## src/rtl/bcd_seg_pkg.sv

```systemverilog
package bcd_seg_pkg;

  localparam int DIGIT_W = 4;
  localparam int SEG_W   = 7;

  // Decisions handed from the control to the datapath.
  typedef struct packed {
    logic blankAll;   // drive every segment dark
    logic lampAll;    // drive every segment lit
    logic zeroBlank;  // digit is a suppressed zero
  } segStrobe_t;

endpackage

```

## src/rtl/bcd_seg_ctrl.sv

```systemverilog
module bcd_seg_ctrl
  import bcd_seg_pkg::*;
(
  input  logic [DIGIT_W-1:0] digit,
  input  logic               rbiN,
  input  logic               ltN,
  input  logic               biN,
  output segStrobe_t         strobe,
  output logic               rboN
);

  logic isZero;
  logic zeroHit;

  assign isZero  = (digit == '0);
  assign zeroHit = isZero && !rbiN;

  // Priority: forced blank, then lamp test, then zero suppression.
  always_comb begin
    strobe.blankAll  = !biN;
    strobe.lampAll   = biN && !ltN;
    strobe.zeroBlank = biN && ltN && zeroHit;
  end

  assign rboN = !zeroHit;

endmodule

```

## src/rtl/bcd_seg_path.sv

```systemverilog
module bcd_seg_path
  import bcd_seg_pkg::*;
(
  input  logic [DIGIT_W-1:0] digit,
  input  segStrobe_t         strobe,
  output logic [SEG_W-1:0]   segN
);

  logic [SEG_W-1:0] glyphOn;

  // Active-high glyphs, bit 0 = a ... bit 6 = g.
  always_comb begin
    unique case (digit)
      4'd0:    glyphOn = 7'h3F;
      4'd1:    glyphOn = 7'h06;
      4'd2:    glyphOn = 7'h5B;
      4'd3:    glyphOn = 7'h4F;
      4'd4:    glyphOn = 7'h66;
      4'd5:    glyphOn = 7'h6D;
      4'd6:    glyphOn = 7'h7D;
      4'd7:    glyphOn = 7'h07;
      4'd8:    glyphOn = 7'h7F;
      4'd9:    glyphOn = 7'h6F;
      4'd10:   glyphOn = 7'h58;
      4'd11:   glyphOn = 7'h4C;
      4'd12:   glyphOn = 7'h62;
      4'd13:   glyphOn = 7'h69;
      4'd14:   glyphOn = 7'h78;
      default: glyphOn = 7'h00;
    endcase
  end

  for (genvar s = 0; s < SEG_W; s++) begin : g_seg
    always_comb begin
      if (strobe.blankAll || strobe.zeroBlank) segN[s] = 1'b1;
      else if (strobe.lampAll)                 segN[s] = 1'b0;
      else                                     segN[s] = !glyphOn[s];
    end
  end

endmodule

```

## src/rtl/bcd_seg_decoder.sv

```systemverilog
module bcd_seg_decoder
  import bcd_seg_pkg::*;
(
  input  logic [DIGIT_W-1:0] digit,
  input  logic               rbiN,
  input  logic               ltN,
  input  logic               biN,
  output logic [SEG_W-1:0]   segN,
  output logic               rboN
);

  segStrobe_t strobe;

  bcd_seg_ctrl ctrl_i (
    .digit  (digit),
    .rbiN   (rbiN),
    .ltN    (ltN),
    .biN    (biN),
    .strobe (strobe),
    .rboN   (rboN)
  );

  bcd_seg_path path_i (
    .digit  (digit),
    .strobe (strobe),
    .segN   (segN)
  );

endmodule

```

## config.mk

```make
export PLATFORM = sky130hd
export DESIGN_NAME = bcd_seg_decoder
export DESIGN_NICKNAME = d
export VERILOG_FILES = /design/src/rtl/bcd_seg_pkg.sv /design/src/rtl/bcd_seg_ctrl.sv /design/src/rtl/bcd_seg_path.sv /design/src/rtl/bcd_seg_decoder.sv
export SDC_FILE = /design/constraint.sdc
export NUM_CORES = 1
export LEC_CHECK = 0
export CORE_AREA = 4 4 41 43
export DETAILED_ROUTE_END_ITERATION = 6
export DIE_AREA = 0 0 45 47
export DONT_BUFFER_PORTS = 1
export GPL_ROUTABILITY_DRIVEN = 0
export PLACE_DENSITY = 0.47
export SYNTH_ARGS = -nofsm -noshare
export SYNTH_HDL_FRONTEND = slang
export SYNTH_HIERARCHICAL = 1
export SYNTH_SLANG_ARGS = --single-unit
```

## constraint.sdc

```tcl
create_clock -name vclk -period 0.9
set_input_delay 0.045 -clock vclk [all_inputs]
set_output_delay 0.045 -clock vclk [all_outputs]
set_load 0.005 [all_outputs]
```

# After elaboration in Yosys (flattened, before gate mapping)
# Memory sizes are Yosys's and may differ from the RTL's.
# Index checks and enable logic that the tools add are counted.
# word_totals
register_bits	0
output_inout_bits	8
n_memories	1
word_cells	32
in_bits	7
romBits	112
# classes
n_reduce_logical	17
muxes	14
# memory_table
memory	words	word_bits	rd	rd_clocked_by_memory_dff	write_ports	line	source
(no name shown)	16	7	1	0	0	bcd_seg_path.sv:13	unique case (digit)
# op_table
cell	count
$mux W1	14
$logic_not A1 Y1	11
$logic_and A1 B1 Y1	4
$logic_not A4 Y1	1
$logic_or A1 B1 Y1	1

# Logic depth before layout (Yosys ltp)
# Gate-level depths: netlist (run 1).
# depth
ltp_word	5
depth_mapped	5
mapped_depth_nobuf	5

# By module
# Netlist (run 1), hierarchy kept.
# modules_own_cells
mod	cells_each	instances	area_per_inst_um2
bcd_seg_path	35	1	271.5
bcd_seg_ctrl	6	1	33.8

# Worst setup path after synthesis (run 1)
# Ideal clock, no wire load.
# synth_timing
kind	input to output
startpoint	input biN
endpoint	output segN[1]
cell_stages	5
path_slack_ns	0.065
required_time_ns	0.855
arrival_ns	0.790
path_cell_list	inv_1 nor2_1 inv_1 o2111ai_1 o311ai_1
# synth_rtl
element	line	source
start: declaration	bcd_seg_decoder.sv:7	input logic biN,
end: declaration	bcd_seg_decoder.sv:8	output logic [SEG_W-1:0] segN,

# Final worst setup path (run 1)
# layout_timing
startpoint	input digit[1]
endpoint	output segN[1]
# layout_via
elab_chain_len	5
elab_cells_between_ends	8
classes_between	2 x mux; 5 x reduce/logical; 1 x memory
# layout_lines
element	line	source
start: declaration	bcd_seg_decoder.sv:4	input logic [DIGIT_W-1:0] digit,
parallel branches: the longest is 4 deep, another holds $mem_v2 Z16 W7	-	
$mux W1 *	bcd_seg_path.sv:35	if (strobe.blankAll || strobe.zeroBlank) segN[s] = 1'b1;
# Mark *: on every way between the ends.

==> reports/qor.yml, run 1 <==
port_buffers: 0
synth_warnings: 6
p_leak_nw: 0.1341
criticalPathCategory: "in2out"
die_x_um: 45
vias: 277
synthTopCellsByArea: "ha_1, buf_6, mux2i_1, nor2_1, o311ai_1"
final-max-slew-violation-count: 0
die_height_um: 47
syn_nets: 54
num_antenna_cells: 0
core_area_um2: 1301
hp-start: "digit[3]"
ys_types: 19
finish.utilization_pct: 25.10
antenna_found_initial: 0
hp-class: "in2out"
post_cts_buffers: 0
area.growth.synth_to_final_pct: 6.967
seq_cells: 0
peakVddDrop_uv: 89.53
fmax_ghz: 1.226
hold_violations: 0
placed_area_um2: 316.6
drt_wl_total_um: 744
whs_endpoint: "rboN"
status: "completed"
start_kind: "input port"
worstSetupEndpointType: "primary output"
drive_above_1_share_pct: 19.51
dieArea_um2: 2115
synth_area_leader_cell: "ha_1"
power.total_mw: 0.1077
grt_pass1_wl_um: 1173
grt_max_degree: 16
start_util_pct: 23.46
drtIter0Drc: 2
setup_viol: 0
cts_hold_buf: 0
ant_nets: 0
grt_overflow: 0
power.density_nw_per_um2: 329.9
yosysTopAreaCellShare_pct: 24.59
syn_area_um2: 305.3
crit_path_max_fanout: 8
fin_crit_sh_pct: 90.60
grt_setup_unrepaired: "no"
rows: 13
seq_area_frac_synth_pct: 0
via_per_inst: 4.946
grtUsageTotal_pct: 6.924
hpwl_um: 579
tightest_slew_ns: 0.3392
drc: 0
io-pin-count: 15
regArea_um2: 0
wl_per_cell_um: 13.29
drv_cap: 0
syn_inst: 41
layout_min_cycle_time_ns: 0.8154
clock_buffers: 0
worstPathArrival_ns: 0.77
fin_nets: 56
grt_pass1_vias: 263
avgSynthCellArea_um2: 7.446
firstDrtPassIters: 2
maxSlewHeadroom_pct: 77.03
hold_depth: 2
postLayoutCellArea_um2: 326.6
worstPathRequired_ns: 0.85
[where the power goes]
group	internal, mW	leakage (nW)	switching [mW]
Combinational	0.0488	0.134	0.0589
Clock	0	0	0
Sequential	0	0	0
[metrics by stage]
step	setup TNS, ns	hold slack (ns)	std cells	setup slack [ns]
after CTS	0	0.1802	56	0.06587
after global routing	0	0.1973	56	0.01294
after detailed placement	-0.2188	0.1796	56	-0.06665
after floorplan	0	0.1642	41	0.06514
after global placement	-0.01975	0.1804	56	-0.01572
final	0	0.1769	56	0.08459
[final cells by class]
type	count	area, um^2
multi-input cells	35	277.8
inverters	4	15.01
fillers	155	974.7
repair buffers	2	15.01
well taps	15	18.77
[worst max path at each step]
stage	startpoint	depth (start not counted)	to
global placement	digit[2]	4	segN[5]
global route	digit[2]	4	segN[1]
floorplan	biN	5	segN[1]
detailed placement	digit[2]	4	segN[5]
CTS	digit[0]	5	segN[5]
finish	digit[1]	4	segN[1]
[cell usage after synthesis]
library cell and instances:
nand3_1 1, o2111ai_2 1, o311ai_1 2, mux2i_1 2, nand2_2 1, inv_1 4, and4_1 1, a21oi_1 3
o311ai_2 1, o21ai_1 3, nor3_2 1, o2111ai_1 1, nor2_1 5, nand2_1 3, nor3_1 1, nor2b_1 2
o31ai_1 1, ha_1 6, buf_6 2
[repair_timing]
item	CTS	global route
pin swaps	0	0
resized for setup	1	1
cloned	0	0
hold endpoints to repair	0	0
endpoints found under the setup margin	5	1
[layout by cell type, fill, tap and decap left out]
master,n
nor2_2,1
nand2_2,1
mux2i_1,2
nor3_2,1
o31ai_1,1
nor2b_1,2
o21ai_1,3
buf_4,2
ha_1,6
a21oi_1,3
o2111ai_1,1
inv_1,4
nor2_1,4
o311ai_1,1
nand2_1,3
o2111ai_2,1
o311ai_2,2
nand3_1,1
and4_1,1
nor3_1,1
[worst max-delay path, stage by stage]
cell and delay (ns):
inv_1 0.06, ha_1 0.30, nand2_1 0.05, o311ai_1 0.31
[layer usage]
metal / wire length [um] / part of all wire, % / vias to the layer above / global-route usage, %
li1: - / - / 148 / -
met1: 343 / 46 / 124 / 10.11
met2: 377 / 51 / 5 / 11.58
met3: 22 / 3.0 / 0 / 0.7663
met4: 0 / 0 / 0 / 0
met5: 0 / 0 / - / 0
[logic make-up (layout without fill, tap and decap cells)]
| kind of cell | Yosys count | in the layout | share of synthesized area [%] |
|---|---|---|---|
| fa+ha+maj | 6 | 6 | 24.59 |
| simple gates | 15 | 15 | 25.41 |
| compound gates | 12 | 12 | 31.15 |
| mux | 2 | 2 | 6.558 |
| buf+inv | 6 | 6 | 12.29 |
Note: power is estimated with default switching activity, not from simulation.
==> run 2: changes to the inputs <==
- PLACE_DENSITY: 0.47 -> 0.45
- SYNTH_HIERARCHICAL: 1 -> default
==> reports/qor.yml, run 2 <==
grt_busiest_layer: "met2"
sw_frac_of_total_pct: 49.40  # -5.3 points
start_util_pct: 21.06  # -2.4 points
die_height_um: 47  # unchanged
ys_types: 17  # -2
power_frac_comb_pct: 100.0  # about the same
crit_path_end: "segN[6]"
post_cts_buffers: 0  # unchanged
p_leak_nw: 0.1715  # +28%
start_kind: "input port"
criticalPathCategory: "in2out"
placed_cells: 53  # -5.4%
die_x_um: 45  # unchanged
critical-path-top-delay-family: "simple AND/OR/NAND/NOR gates"
regArea_um2: 0  # unchanged
layout_min_cycle_time_ns: 1.058  # +0.2427 ns
drtIter0Drc: 0  # -2
fmax_ghz: 0.9451  # -23%
synth_most_common_cell: "ha_1"
fin_crit_sh_pct: 117.6  # +27 points
finish.utilization_pct: 36.15  # +11 points
slowest_delay_ns: 0.46  # +0.15 ns
worstPathRequired_ns: 0.85  # about the same
p_seq_share_pct: 0  # unchanged
via_per_inst: 5.245  # +6.0%
grt_max_degree: 14  # -2
io-pin-count: 15  # unchanged
core_area_um2: 1301  # unchanged
grt_util_met1_pct: 10.34  # +0.22 points
maxSlewHeadroom_pct: 56.89  # -20 points
internal-power_mw: 0.08840  # +81%
tightest_slew_ns: 0.6437  # +0.3045 ns
avgSynthCellArea_um2: 7.829  # +5.1%
placed_area_um2: 429.2  # +36%
hp-start: "digit[2]"
yosysTopAreaCellShare_pct: 27.40  # +2.8 points
failed_checks: "negative setup slack"
syn_nets: 48  # -11%
area.growth.synth_to_final_pct: 71.69
drive_above_1_share_pct: 47.37  # +28 points
num_antenna_cells: 0  # unchanged
path_cells: "clkinv_16 -> ha_4 -> or4b_4 -> o21a_4 -> o21ai_2"
worstSetupEndpointType: "primary output"
syn_inst: 35  # -15%
antenna_found_initial: 0  # unchanged
worstPathArrival_ns: 1.01  # +0.24 ns
cp.depth: 5  # +1
critical_path.startpoint: "digit[0]"
rows: 13  # unchanged
final-max-slew-violation-count: 0  # unchanged
peakVddDrop_uv: 115.6  # +29%
wl_per_cell_um: 13.57  # +2.1%
power.density_nw_per_um2: 371.3  # +13%
drc: 0  # unchanged
synthTopCellsByCount: "ha_1, o21ai_0, inv_1, nor2b_1, o311ai_1"
syn_area_um2: 274.0  # -10%
synth_warnings: 0  # -6
clkPwrFrac_pct: 0  # unchanged
seq_area_frac_synth_pct: 0  # unchanged
worst_slack_ns: -0.1581  # -0.2427 ns
grt_pass1_vias: 258  # -1.9%
power.switching_mw: 0.08629  # +47%
grtUsageMet3_pct: 1.149  # +0.38 points
clock_buffers: 0  # unchanged
vias: 278  # +0.36%
crit_path_max_fanout: 7  # -1
drt_wl_total_um: 719  # -3.4%
setup_viol: 7  # +7
grt_pass1_wl_um: 1152  # -1.8%
hp-class: "in2out"
grt_util_met2_pct: 11.02  # -0.56 points
status: "complete, but fails checks"
hpwl_um: 621.8  # +7.4%
synthTopCellsByArea: "ha_1, o311ai_1, mux2i_1, o21ai_0, nor2b_1"
grtUsageTotal_pct: 6.924  # unchanged
fin_cells: 53  # -5.4%
hold-worst-slack_ns: 0.1791  # +0.002151 ns
num-fill-cells: 136  # -12%
firstDrtPassIters: 1  # -1
ant_nets: 0  # unchanged
drv_cap: 0  # unchanged
seq_cells: 0  # unchanged
worst-path-buf-inv: 1  # unchanged
hold_violations: 0  # unchanged
cp_slowest_cell: "or4b_4"
port_buffers: 0  # unchanged
postLayoutCellArea_um2: 470.5  # +44%
final_cell_mix: "ha_1, buf_4, o311ai_4"
grt_overflow: 0  # unchanged
multi_input_area_um2: 350.3  # +26%
dieArea_um2: 2115  # unchanged
grt_setup_unrepaired: "yes"
synth_area_leader_cell: "ha_1"
fin_nets: 53  # -5.4%
## run 2: cell types whose count changed in the layout (fill, tap and decap cells not counted), moves of 2 or more
cell,delta
a211o_1,+2
buf_4,+3
clkinv_16,+2
inv_1,-3
nand2_1,-2
nor2_1,-2
o21ai_1,-3
o21ai_2,+2
o311ai_2,-2
o311ai_4,+3
## run 2: layout make-up
| cell class | instances | share of cell area, % |
|---|---|---|
| repair buffers | 5 | 7.979 |
| multi-input cells | 30 | 74.47 |
| well taps | 15 | 3.989 |
| inverters | 3 | 13.56 |
## run 2: kinds of logic after synthesis
group	after synthesis	share of synthesized area, %
multiplexers	2	7.306
AO/OA/AOI/OAI	14	37.90
buffers and inverters	5	8.675
AND/OR/NAND/NOR	8	18.72
adder cells (fa/ha/maj)	6	27.40
## run 2: power by group through the flow
| stage | Combinational [mW] | Sequential, mW | Clock [mW] |
|---|---|---|---|
| 4_1_cts | 0.171 | 0 | 0 |
| 6_report | 0.175 | 0 | 0 |
| 3_5_place_dp | 0.168 | 0 | 0 |
| 5_1_grt | 0.191 | 0 | 0 |
| 3_3_place_gp | 0.166 | 0 | 0 |
| 2_1_floorplan | 0.146 | 0 | 0 |
## run 2: routing by layer
layer | part of all wire [%] | up-vias
li1 | - | 137
met1 | 38 | 129
met2 | 50 | 12
met3 | 12 | 0
met4 | 0 | 0
met5 | 0 | -
## run 2: repair_timing
item | CTS | global route
hold endpoints to repair | 0 | 0
gates resized for setup | 3 | 4
hold buffers | 0 | 0
pin swaps | 2 | 0
endpoints found under the setup margin | 7 | 7
gates cloned | 0 | 0
## run 2: how the worst min path moves through the flow
| stage | endpoint | cells past startpoint |
|---|---|---|
| floorplan | segN[0] | 1 |
| global placement | segN[1] | 1 |
| detailed placement | segN[5] | 1 |
| CTS | segN[5] | 1 |
| global route | segN[0] | 1 |
| finish | segN[5] | 1 |
## run 2: through the flow
step                      setup slack (ns)  setup TNS, ns  total power [mW]
after detailed placement           -0.3486         -2.029            0.1680
final                              -0.1581         -1.080            0.1747
after global placement             -0.3114         -1.853            0.1663
after global routing               -0.1845         -1.233            0.1908
after floorplan                    -0.1793         -1.247            0.1460
after CTS                          -0.1709         -1.152            0.1706
